<file path="src/rtl/mean_pkg.sv">
package mean_pkg;
    localparam int LANES   = 16;
    localparam int DATA_W  = 8;
    localparam int IDX_W   = 4;
    localparam int TOTAL_W = 12;

    typedef enum logic [4:0] {
        S_IDLE   = 5'b00001,
        S_CLEAR  = 5'b00010,
        S_ACCUM  = 5'b00100,
        S_FINISH = 5'b01000,
        S_DONE   = 5'b10000
    } ctl_state_t;
endpackage

</file>
<file path="src/rtl/mean_index_counter.sv">
module mean_index_counter #(
    parameter int W = 4
) (
    input  logic         clk,
    input  logic         inc,
    output logic [W-1:0] idx
);
    // Increment-only counter with no clear. It relies on a power-up value of zero.
    logic [W-1:0] idx_q = '0;

    always_ff @(posedge clk) begin
        if (inc) idx_q <= idx_q + 1'b1;
    end

    assign idx = idx_q;
endmodule

</file>
<file path="src/rtl/mean_accum.sv">
module mean_accum #(
    parameter int LANES   = 16,
    parameter int DATA_W  = 8,
    parameter int IDX_W   = 4,
    parameter int TOTAL_W = 12
) (
    input  logic                    clk,
    input  logic                    rst,
    input  logic                    clr,
    input  logic                    load,
    input  logic [IDX_W-1:0]        idx,
    input  logic [LANES*DATA_W-1:0] data_in,
    output logic [TOTAL_W-1:0]      total
);
    localparam int PAD_W = TOTAL_W - DATA_W;

    logic [DATA_W-1:0]  lane [LANES];
    logic [DATA_W-1:0]  picked;
    logic [TOTAL_W-1:0] total_q;

    for (genvar g = 0; g < LANES; g++) begin : g_lane
        assign lane[g] = data_in[g*DATA_W +: DATA_W];
    end

    always_comb picked = lane[idx];

    always_ff @(posedge clk) begin
        if (rst || clr)  total_q <= '0;
        else if (load)   total_q <= total_q + {{PAD_W{1'b0}}, picked};
    end

    assign total = total_q;

    // the running total never wraps.
    a_r8_no_overflow: assert property (@(posedge clk) disable iff (rst)
        load |=> (total_q >= $past(total_q)));
endmodule

</file>
<file path="src/rtl/mean_divider.sv">
module mean_divider #(
    parameter int NW = 12,
    parameter int DW = 4,
    parameter int QW = 8
) (
    input  logic          clk,
    input  logic          rst,
    input  logic          start,
    input  logic [NW-1:0] dividend,
    input  logic [DW-1:0] divisor,
    output logic          fin,
    output logic [QW-1:0] quot
);
    localparam int CW = $clog2(NW);
    localparam logic [CW-1:0] LAST = CW'(NW - 1);

    logic [NW-1:0] q_q;
    logic [DW-1:0] rem_q;
    logic [DW-1:0] dsr_q;
    logic [CW-1:0] step_q;
    logic          busy_q;
    logic          fin_q;
    logic [DW:0]   shifted;
    logic [DW:0]   diff;
    logic          fits;

    always_comb begin
        shifted = {rem_q, q_q[NW-1]};
        diff    = shifted - {1'b0, dsr_q};
        fits    = shifted >= {1'b0, dsr_q};
    end

    always_ff @(posedge clk) begin
        if (rst) begin
            q_q    <= '0;
            rem_q  <= '0;
            dsr_q  <= '0;
            step_q <= '0;
            busy_q <= 1'b0;
            fin_q  <= 1'b0;
        end else if (start) begin
            q_q    <= dividend;
            rem_q  <= '0;
            dsr_q  <= divisor;
            step_q <= '0;
            busy_q <= 1'b1;
            fin_q  <= 1'b0;
        end else if (busy_q) begin
            rem_q  <= fits ? diff[DW-1:0] : shifted[DW-1:0];
            q_q    <= {q_q[NW-2:0], fits};
            step_q <= step_q + 1'b1;
            if (step_q == LAST) begin
                busy_q <= 1'b0;
                fin_q  <= 1'b1;
            end
        end
    end

    assign fin  = fin_q;
    assign quot = q_q[QW-1:0];

    // a finished result stays put until a new start arrives.
    a_r5_result_hold: assert property (@(posedge clk) disable iff (rst)
        (fin_q && !start) |=> (fin_q && $stable(q_q)));
    // a start withdraws completion on the next cycle.
    a_r5_start_clears_fin: assert property (@(posedge clk) disable iff (rst)
        start |=> (!fin_q && busy_q));
endmodule

</file>
<file path="src/rtl/mean_ctrl.sv">
module mean_ctrl
    import mean_pkg::*;
(
    input  logic clk,
    input  logic rst,
    input  logic start,
    input  logic stop,
    input  logic idx_zero,
    input  logic div_fin,
    output logic clr,
    output logic load,
    output logic inc,
    output logic div_start,
    output logic done
);
    ctl_state_t state_q, state_d;

    always_ff @(posedge clk) begin
        if (rst) state_q <= S_IDLE;
        else     state_q <= state_d;
    end

    always_comb begin
        state_d = state_q;
        unique case (state_q)
            S_IDLE:   if (start) state_d = S_CLEAR;
            S_CLEAR:  state_d = S_ACCUM;
            S_ACCUM:  if (stop) state_d = S_FINISH;
            S_FINISH: if (idx_zero && div_fin) state_d = S_DONE;
            S_DONE:   if (start) state_d = S_CLEAR;
            default:  state_d = S_IDLE;
        endcase
    end

    always_comb begin
        clr       = 1'b0;
        load      = 1'b0;
        inc       = 1'b0;
        div_start = 1'b0;
        done      = 1'b0;
        unique case (state_q)
            S_IDLE:   ;
            S_CLEAR:  clr = 1'b1;
            S_ACCUM: begin
                if (stop) div_start = 1'b1;
                else begin
                    load = 1'b1;
                    inc  = 1'b1;
                end
            end
            S_FINISH: inc = !idx_zero;
            S_DONE:   done = 1'b1;
            default:  ;
        endcase
    end

    // one-hot state register.
    a_r9_onehot_state: assert property (@(posedge clk) disable iff (rst)
        $countones(state_q) == 1);
endmodule

</file>
<file path="src/rtl/mean_unit.sv">
module mean_unit
    import mean_pkg::*;
(
    input  logic                    clk,
    input  logic                    rst,
    input  logic                    start,
    input  logic [IDX_W-1:0]        num,
    input  logic [LANES*DATA_W-1:0] data_in,
    output logic                    done,
    output logic [DATA_W-1:0]       mean
);
    logic [IDX_W-1:0]   idx;
    logic [TOTAL_W-1:0] total;
    logic clr, load, inc, div_start, div_fin, stop, idx_zero;

    assign stop     = (idx == num);
    assign idx_zero = (idx == '0);

    mean_index_counter #(.W(IDX_W)) u_idx (
        .clk (clk),
        .inc (inc),
        .idx (idx)
    );

    mean_accum #(
        .LANES(LANES), .DATA_W(DATA_W), .IDX_W(IDX_W), .TOTAL_W(TOTAL_W)
    ) u_acc (
        .clk     (clk),
        .rst     (rst),
        .clr     (clr),
        .load    (load),
        .idx     (idx),
        .data_in (data_in),
        .total   (total)
    );

    mean_divider #(.NW(TOTAL_W), .DW(IDX_W), .QW(DATA_W)) u_div (
        .clk      (clk),
        .rst      (rst),
        .start    (div_start),
        .dividend (total),
        .divisor  (num),
        .fin      (div_fin),
        .quot     (mean)
    );

    mean_ctrl u_ctl (
        .clk       (clk),
        .rst       (rst),
        .start     (start),
        .stop      (stop),
        .idx_zero  (idx_zero),
        .div_fin   (div_fin),
        .clr       (clr),
        .load      (load),
        .inc       (inc),
        .div_start (div_start),
        .done      (done)
    );

    // completion is only reported with the index back at zero.
    a_r4_done_idx_zero: assert property (@(posedge clk) disable iff (rst)
        done |-> (idx == '0));
    // no lane at or beyond the count is ever added.
    a_r3_no_add_at_stop: assert property (@(posedge clk) disable iff (rst)
        load |-> (idx != num));
endmodule

</file>
<file path="config.mk">
export PLATFORM = sky130hd
export DESIGN_NAME = mean_unit
export DESIGN_NICKNAME = d
export VERILOG_FILES = /design/src/rtl/mean_pkg.sv /design/src/rtl/mean_index_counter.sv /design/src/rtl/mean_accum.sv /design/src/rtl/mean_divider.sv /design/src/rtl/mean_ctrl.sv /design/src/rtl/mean_unit.sv
export SDC_FILE = /design/constraint.sdc
export NUM_CORES = 1
export LEC_CHECK = 0
export CORE_MARGIN = 3
export CORE_UTILIZATION = 25
export DETAILED_ROUTE_END_ITERATION = 6
export PLACE_DENSITY = 0.58
export SLEW_MARGIN = 20
export SYNTH_ARGS = -nofsm -noshare
export SYNTH_HDL_FRONTEND = slang
export SYNTH_SLANG_ARGS = --single-unit
</file>
<file path="constraint.sdc">
create_clock -name clk -period 6.6 [get_ports clk]
set_input_delay 1.32 -clock clk [delete_from_list [all_inputs] [get_ports clk]]
set_output_delay 1.32 -clock clk [all_outputs]
set_load 0.05 [all_outputs]
</file>
## Yosys cells after proc, flatten, opt, wreduce, memory -nomap -nowiden

Index checks and enable logic that the tools add are counted.
W data, S select, Z words.

| storage, ports and cells | value |
|---|---|
| input bits | 135 |
| output and inout bits | 9 |
| register bits after elaboration | 47 |
| logic and storage cells | 55 |

| cells by class | value |
|---|---|
| bitwise gates (word level) | 1 |
| add/sub/neg operators | 4 |
| reductions and logical operators | 9 |
| equality and inequality tests | 10 |
| multiplexer cells | 20 |
| order comparisons | 2 |

Operators by type and width:

| cell | number |
|---|---|
| $bmux W8 S4 | 1 |
| $mux W12 | 2 |
| $pmux W5 S4 | 1 |
| $mux W8 | 2 |
| $mux W5 | 3 |
| $add A12 B8 Y12 | 1 |
| $mux W1 | 9 |
| $add A4 B1 Y4 const B | 2 |
| $eq A5 B1 Y1 const B | 1 |
| $eq A5 B2 Y1 const B | 1 |
| $eq A5 B3 Y1 const B | 1 |
| $eq A5 B4 Y1 const B | 1 |
| $eq A5 B5 Y1 const B | 1 |
| $ge A5 B4 Y1 | 1 |
| $ge A5 B5 Y1 const B | 1 |
| $not A4 Y5 | 1 |
| $eq A4 B4 Y1 | 1 |
| $eq A4 B4 Y1 const B | 1 |
| $logic_not A4 Y1 | 1 |
| $mux W4 | 1 |
| $ne A2 B1 Y1 const B | 2 |
| $reduce_or A2 Y1 | 2 |
| $sub A4 B4 Y4 | 1 |
| $reduce_and A3 Y1 | 1 |
| 7 further kinds | 7 |

## Logic depth before layout (Yosys ltp)

Gate-level depths: netlist of the first run.

| depth | value |
|---|---|
| word-level depth | 5 |
| gate-level depth with buffers | 14 |
| mapped depth without buffers | 12 |

## Modules after synthesis

A second synthesis of the first run with hierarchy kept.

| second synthesis, totals | value |
|---|---|
| cell total of the unflattened synthesis | 362 |
| area total of the unflattened synthesis | 3824.9 µm² |

By module, submodules not included:

| module | cells an instance | area each (µm²) | instances | sequential area each (µm²) |
|---|---|---|---|---|
| mean_accum | 153 | 1941.9 | 1 | 240.2 |
| mean_divider | 158 | 1362.6 | 1 | 520.5 |
| mean_ctrl | 36 | 302.8 | 1 | 100.1 |
| mean_index_counter | 9 | 163.9 | 1 | 120.1 |
| mean_unit | 6 | 53.8 | 1 | 0.0 |

## Worst setup path after synthesis of the first run

No wires, ideal clock.

| timing path | value |
|---|---|
| path kind | input-to-reg |
| start point | input port data_in[57] |
| end point | register u_acc.total_q[11] (netlist: u_acc.total[11]) |
| buffers on the path | 0 |
| stages on the path | 10 |
| library setup time | 132 ps |
| arrival | 3581 ps |
| path slack | 2887 ps |
| data required time | 6468 ps |
| cells stage by stage | mux4_2 -> mux2_2 -> o21ai_1 -> inv_1 -> ha_1 -> a211oi_1 -> nor3_1 -> a211oi_1 -> or4b_1 -> a21oi_1 |

| between the ends | value |
|---|---|
| word-level cells in the longest chain between the ends | 4 |

RTL lines:

| element | RTL line | text |
|---|---|---|
| start: declaration | mean_unit.sv:8 | `input logic [LANES*DATA_W-1:0] data_in,` |
| $bmux W8 S4 | mean_accum.sv:25 | `always_comb picked = lane[idx];` |
| $mux W8 (implied by the code) (2 in series) | mean_accum.sv:25 |  |
| $add A12 B8 Y12 | mean_accum.sv:29 | `else if (load) total_q <= total_q + {{PAD_W{1'b0}}, picked};` |
| end signal: assignment | mean_accum.sv:29 |  |
| end: declaration | mean_accum.sv:19 | `logic [TOTAL_W-1:0] total_q;` |

No other way between the ends. The select of a mux whose other input is x is not followed.
A chain may end at the register's enable or synchronous reset.

## Final worst setup path of the first run

| timing path | value |
|---|---|
| start point | input port data_in[17] |
| end point | register u_acc.total_q[11] (netlist: u_acc.total[11]) |

Same word-level chain as after synthesis.

==> results.txt, run 1 <==
Outcome = finished clean
Critical Path RT = 6.75 ns
Worst Path Max Fanout = 4
Max Fclk = 239 MHz
Worst-Margin Slew = 0.949 ns
Net Sw Frac = 0.212
Initial Util = 0.262
GR Overflow Total = 0
Clock network fraction of design power = 0.376
Routed WL = 11600 um
Fin crit share = 0.634
Slew Viols, Final = 0
Post-Syn Area = 3720 um^2
Clock transition at the registers of the reported paths = 0.06 ns
Fin crit period = 4.18 ns
ANT cells = 0
Critical path class = input port to flip-flop
Routed Antenna Nets = 0
Row count = 43
Initial DRC Count = 103
CTS Root Cell = clkbuf_16
# clock sinks = 47
Setup violators final = 0
Port Buf Inserts = 143
Psw = 144 uW
First-pass GRT wire length = 18000 um
Syn Inst Count = 391
DRT Pass-1 Iters = 4
Min-Delay Path Class = flip-flop to flip-flop
Share of cells above drive strength 1 = 0.107
Crit path largest cell delay = 0.48 ns
Worst r2r dst = u_acc.total[11]
Via count = 3463
Synth Net Count = 543
Sequential share of power = 0.430
Max_cap viols = 0
CP startpoint = data_in[17]
Pwr/cell area = 127 nW/um^2
Io pins = 144
Final nets = 663
Pleak = 0.00189 uW
Clk Latency, worst-skew pair = 0.28 ns
Die Height = 128 um
Hold WS = 0.488 ns
Cell Chain, Critical Path = clkdlybuf4s50_1 > mux4_2 > mux2_2 > o21ai_1 > inv_1 > ha_1 > a211oi_1 > nor3_1 > a211oi_1 > or4b_1 > a21oi_1
Comb pwr share = 0.194
Hold path cells = 2
Startpoint Class = input port
Arr. time, crit path = 4.34 ns
CP max stage cell = mux4_2
Initial antenna violation count = 0
TNS Setup = 0 ns
H-tree levels = 2
Post-Syn Area per Cell = 9.51 um^2
Die Wd = 128 um
FF-to-FF path depth = 11
Unrepaired setup endpoints after global routing = false
Largest net degree at the start of global routing = 30
Hold_buf cts = 0
Peak supply drop = 0.0961 mV
Cell-internal power = 537 uW
Resize count post-CTS = 0
Routed WL per cell = 16.8 um
Rel. slew slack = 0.367
Synthesis-stage register bit count = 47
Syn. warnings = 0
Longest Clk Path Bufs = 2
Via density per instance = 5.00
Number of remaining DRC errors = 0
Library cells used by synthesis = 60
Part of the Yosys area used for sequential elements = 0.264
GRT Total Usage = 0.137
GP Congestion = 0.904
Final hold vios = 0
Post-CTS Setup Inserts = 0
Post-synth EDFFs = 4
Area Overhead vs Synth = 44.4%
DIE AREA = 16400 um^2
R2R setup slack = 2.53 ns
Worst Skew = 0.00410 ns
Filler cells = 1468
HPWL after DPL = 9720 um
Crit path capture type = flip-flop
Cts bufs inserted = 5
HP Start = u_acc.total[10]
Core area = 14200 um^2
Vias in the first global route = 3595
Worst r2r src = u_idx.idx[0]
Async S/R FF share, synth = 0
TritonCTS clock tree = done
Most used cell, CP = a211oi_1
Ys flop type = dfxtp_1
Hold Path Sink = u_acc.total[10]
## cell type report
class	count	area, um^2	share of cell area
clock buffers	7	143	0.0266
clock inverters	1	8.76	0.00163
inverters	13	48.8	0.00908
multi-input cells	297	2500	0.466
flip-flops and latches	47	982	0.183
well taps	180	225	0.0419
repair buffers	147	1460	0.272
## logic make-up (layout without fill, tap and decap cells)
family,Yosys count,after routing,share of synthesized area
flip-flops,47,47,0.264
adder cells (fa/ha/maj),17,17,0.0612
XOR/XNOR,13,13,0.0306
buffers and inverters,47,168,0.0633
AND/OR/NAND/NOR,128,128,0.173
multiplexers,51,51,0.246
AO/OA/AOI/OAI,88,88,0.163
## worst max-delay path, delay by kind of cell
family / cells / cell delay [ns]
fa+ha+maj: 1 / 0.29
mux: 2 / 0.75
simple gates: 2 / 0.30
compound gates: 4 / 1.16
buf+inv: 2 / 0.51
## flip-flops by register name, indices dropped and copies added (netlist names)
register / count
u_div.rem_q: 4
u_idx.idx: 4
u_div.dsr_q: 4
u_ctl.state_q: 5
u_div.busy_q: 1
u_div.fin: 1
u_acc.total: 12
u_div.q_q: 12
u_div.step_q: 4
## worst max-delay path by stage
stage	slack, ns	endpoint	depth (start not counted)
after CTS	2.42	u_acc.total[11]	11
final	2.42	u_acc.total[11]	11
after floorplan	2.89	u_acc.total[11]	10
after global placement	2.19	u_acc.total[11]	11
after global routing	2.13	u_acc.total[11]	11
after detailed placement	2.12	u_acc.total[11]	11
## cell usage after synthesis (all sizes together), types with 4 or more instances
| library cell | instances | area share |
|---|---|---|
| a211oi | 23 | 0.051 |
| a21oi | 18 | 0.024 |
| a31oi | 10 | 0.017 |
| buf | 23 | 0.039 |
| clkbuf | 11 | 0.011 |
| dfxtp | 43 | 0.23 |
| edfxtp | 4 | 0.032 |
| ha | 15 | 0.050 |
| inv | 13 | 0.013 |
| mux2i | 17 | 0.046 |
| mux4 | 32 | 0.19 |
| nand2 | 39 | 0.039 |
| nand2b | 6 | 0.010 |
| nand3 | 13 | 0.017 |
| nand4 | 5 | 0.0084 |
| nor2 | 29 | 0.029 |
| nor2b | 11 | 0.019 |
| nor3 | 5 | 0.0067 |
| nor4 | 4 | 0.0084 |
| o21ai | 15 | 0.020 |
| xnor2 | 9 | 0.021 |
| xor2 | 4 | 0.0094 |
## layout by cell type, fill, tap and decap left out, types with 11 or more instances in the layout
cell and n:
nor2_1 29, nand2_1 39, a211oi_1 21, nor2b_1 11
inv_1 11, mux4_2 32, ha_1 15, nand3_1 13
clkdlybuf4s50_1 143, dfxtp_1 42, a21oi_1 18, mux2i_1 17
## power by group through the flow
stage | combinational [uW] | clock, uW | sequential (uW)
finish | 132 | 256 | 293
global route | 141 | 277 | 293
CTS | 133 | 265 | 293
detailed placement | 133 | 0 | 299
global placement | 131 | 0 | 299
floorplan | 45.2 | 0 | 297
## metrics by stage
step	util	total power [uW]	setup slack, ns	instance area [um^2]	std cells
5_1_grt	0.378	711	2.13	5370	692
2_1_floorplan	-	342	2.89	3720	391
6_report	0.378	681	2.42	5370	692
3_5_place_dp	0.367	433	2.12	5220	684
3_3_place_gp	0.367	431	2.19	5220	684
4_1_cts	0.378	692	2.42	5370	692
## routing by layer
metal,part of all wire,routed length [um],GRT usage
met1,0.40,4600,0.155
met2,0.52,6070,0.256
met3,0.065,752,0.0313
met4,0.017,195,0.0337
met5,0,0,0
Power figures use the tool's default switching activity.
==> run 2, diff against run 1 <==
Settings changed: PLACE_DENSITY 0.58 to 0.6.
Clock period 6.6 ns to 3.6 ns, I/O delays scaled along.
==> run 2 against run 1 <==
Utilization up 1.2 points. Sequential share of layout area down 0.54 points. Critical path type unchanged. Count of clock-buffer cells in the layout down 1. Wire length down 0.94%. Cell count up 2.6%. Largest cell class unchanged. Global-route usage up 0.17 points. Total power up 86%.
==> results.txt, run 2 (synthesis results as in run 1) <==
Psw = 276 uW
# clock sinks = 47
First-pass GRT wire length = 18400 um
Startpoint Class = input port
Max Fclk = 293 MHz
Critical Path RT = 3.75 ns
DIE AREA = 16400 um^2
TNS Setup = 0 ns
Vias in the first global route = 3721
GRT Total Usage = 0.138
Max_cap viols = 0
Die Wd = 128 um
Outcome = finished clean
GP Congestion = 0.913
Sequential share of power = 0.425
Clock network fraction of design power = 0.377
CP Capture Point = u_acc.total[11]
Io pins = 144
Longest Clk Path Bufs = 2
Initial DRC Count = 123
Worst-Margin Slew = 0.697 ns
CTS Root Cell = clkbuf_16
FF-to-FF path depth = 13
Final nets = 681
Hold_buf cts = 0
TritonCTS clock tree = done
Routed Antenna Nets = 0
Pwr/cell area = 229 nW/um^2
Cell-internal power = 989 uW
Min-Delay Path Class = flip-flop to flip-flop
Initial antenna violation count = 0
Largest net degree at the start of global routing = 28
Net Sw Frac = 0.218
Comb pwr share = 0.198
Crit path capture type = flip-flop
Die Height = 128 um
Number of remaining DRC errors = 0
Initial Util = 0.262
Via count = 3515
CP startpoint = data_in[2]
Core area = 14200 um^2
GR Overflow Total = 0
Pleak = 0.00199 uW
Routed WL per cell = 16.2 um
Unrepaired setup endpoints after global routing = false
Via density per instance = 4.95
Worst Skew = 0.00610 ns
Port Buf Inserts = 143
Worst r2r dst = u_acc.total[11]
Worst Path Max Fanout = 4
Routed WL = 11500 um
Final hold vios = 0
Setup violators final = 0
Fin crit share = 0.949
Area Overhead vs Synth = 48.9%
Row count = 43
Worst r2r src = u_idx.idx[0]
DRT Pass-1 Iters = 4
Cts bufs inserted = 5
HPWL after DPL = 9790 um
R2R setup slack = 0.30 ns
Slew Viols, Final = 0
Total power = 1260 uW
Critical path class = input port to flip-flop
Commonest cells after routing, fill and taps aside = 143 x clkdlybuf4s50_1, 42 x dfxtp_1, 39 x nand2_1
ANT cells = 0
H-tree levels = 2
Arr. time, crit path = 3.57 ns
Most common cell after layout, fill and taps aside = clkdlybuf4s50_1
Clock transition at the registers of the reported paths = 0.06 ns
Share of cells above drive strength 1 = 0.140
Fin crit period = 3.42 ns
Clk Latency, worst-skew pair = 0.29 ns
Peak supply drop = 0.194 mV
Rel. slew slack = 0.535
[run 2: how the worst min path moves through the flow]
stage | slack [ns] | endpoint | start | depth (start not counted)
after floorplan | 0.45 | u_acc.total[10] | u_acc.total[10] | 2
after global placement | 0.47 | u_acc.total[10] | u_acc.total[10] | 2
after detailed placement | 0.48 | u_acc.total[10] | u_acc.total[10] | 2
after CTS | 0.49 | u_acc.total[10] | u_acc.total[10] | 2
after global routing | 0.50 | u_acc.total[10] | u_acc.total[10] | 2
final | 0.48 | u_acc.total[10] | u_acc.total[10] | 2
[run 2: critical path: stages]
cell and delay, ns:
clkdlybuf4s50_1 0.41, mux4_2 0.44, nor2b_1 0.14, a211oi_1 0.26, buf_4 0.17, a31oi_1 0.04, ha_1 0.25, buf_4 0.15
o21ai_1 0.20, nor3_1 0.08, a211oi_1 0.45, or4b_1 0.20, a21oi_1 0.06
[run 2: repair_timing]
item                       CTS  global route
setup endpoints to repair    0             1
buffers inserted             0             3
gates resized for setup      0             0
[run 2: area by class of cell]
class / instances / area [um^2]
clock inverter: 2 / 16.3
tap: 180 / 225
inverter: 13 / 48.8
fill: 1457 / 8670
clock buffer: 6 / 139
multi-input combinational: 297 / 2500
sequential: 47 / 982
timing repair buffer: 165 / 1620
[run 2: power groups by stage]
stage               combinational (uW)  sequential, uW  clock [uW]
floorplan                         82.8             545           0
global placement                   249             549           0
detailed placement                 252             549           0
CTS                                253             537         491
global route                       268             538         511
finish                             250             537         477
[run 2: stage by stage]
stage / cell area [um^2] / hold WS, ns / setup WS [ns] / utilization / cells
4_1_cts: 5510 / 0.487 / 0.194 / 0.388 / 707
5_1_grt: 5540 / 0.505 / 0.00201 / 0.390 / 710
3_5_place_dp: 5360 / 0.477 / -0.0946 / 0.377 / 699
3_3_place_gp: 5360 / 0.466 / -0.0502 / 0.377 / 699
2_1_floorplan: 3720 / 0.448 / 0.487 / - / 391
6_report: 5540 / 0.484 / 0.183 / 0.390 / 710
[run 2: metal layers]
layer / wire length [um] / share of wire / vias to the layer above / track usage
met3: 709 / 0.062 / 10 / 0.0288
met4: 135 / 0.012 / 0 / 0.0337
met2: 6000 / 0.52 / 130 / 0.259
li1: - / - / 1748 / -
met1: 4670 / 0.41 / 1627 / 0.160
met5: 0 / 0 / - / 0
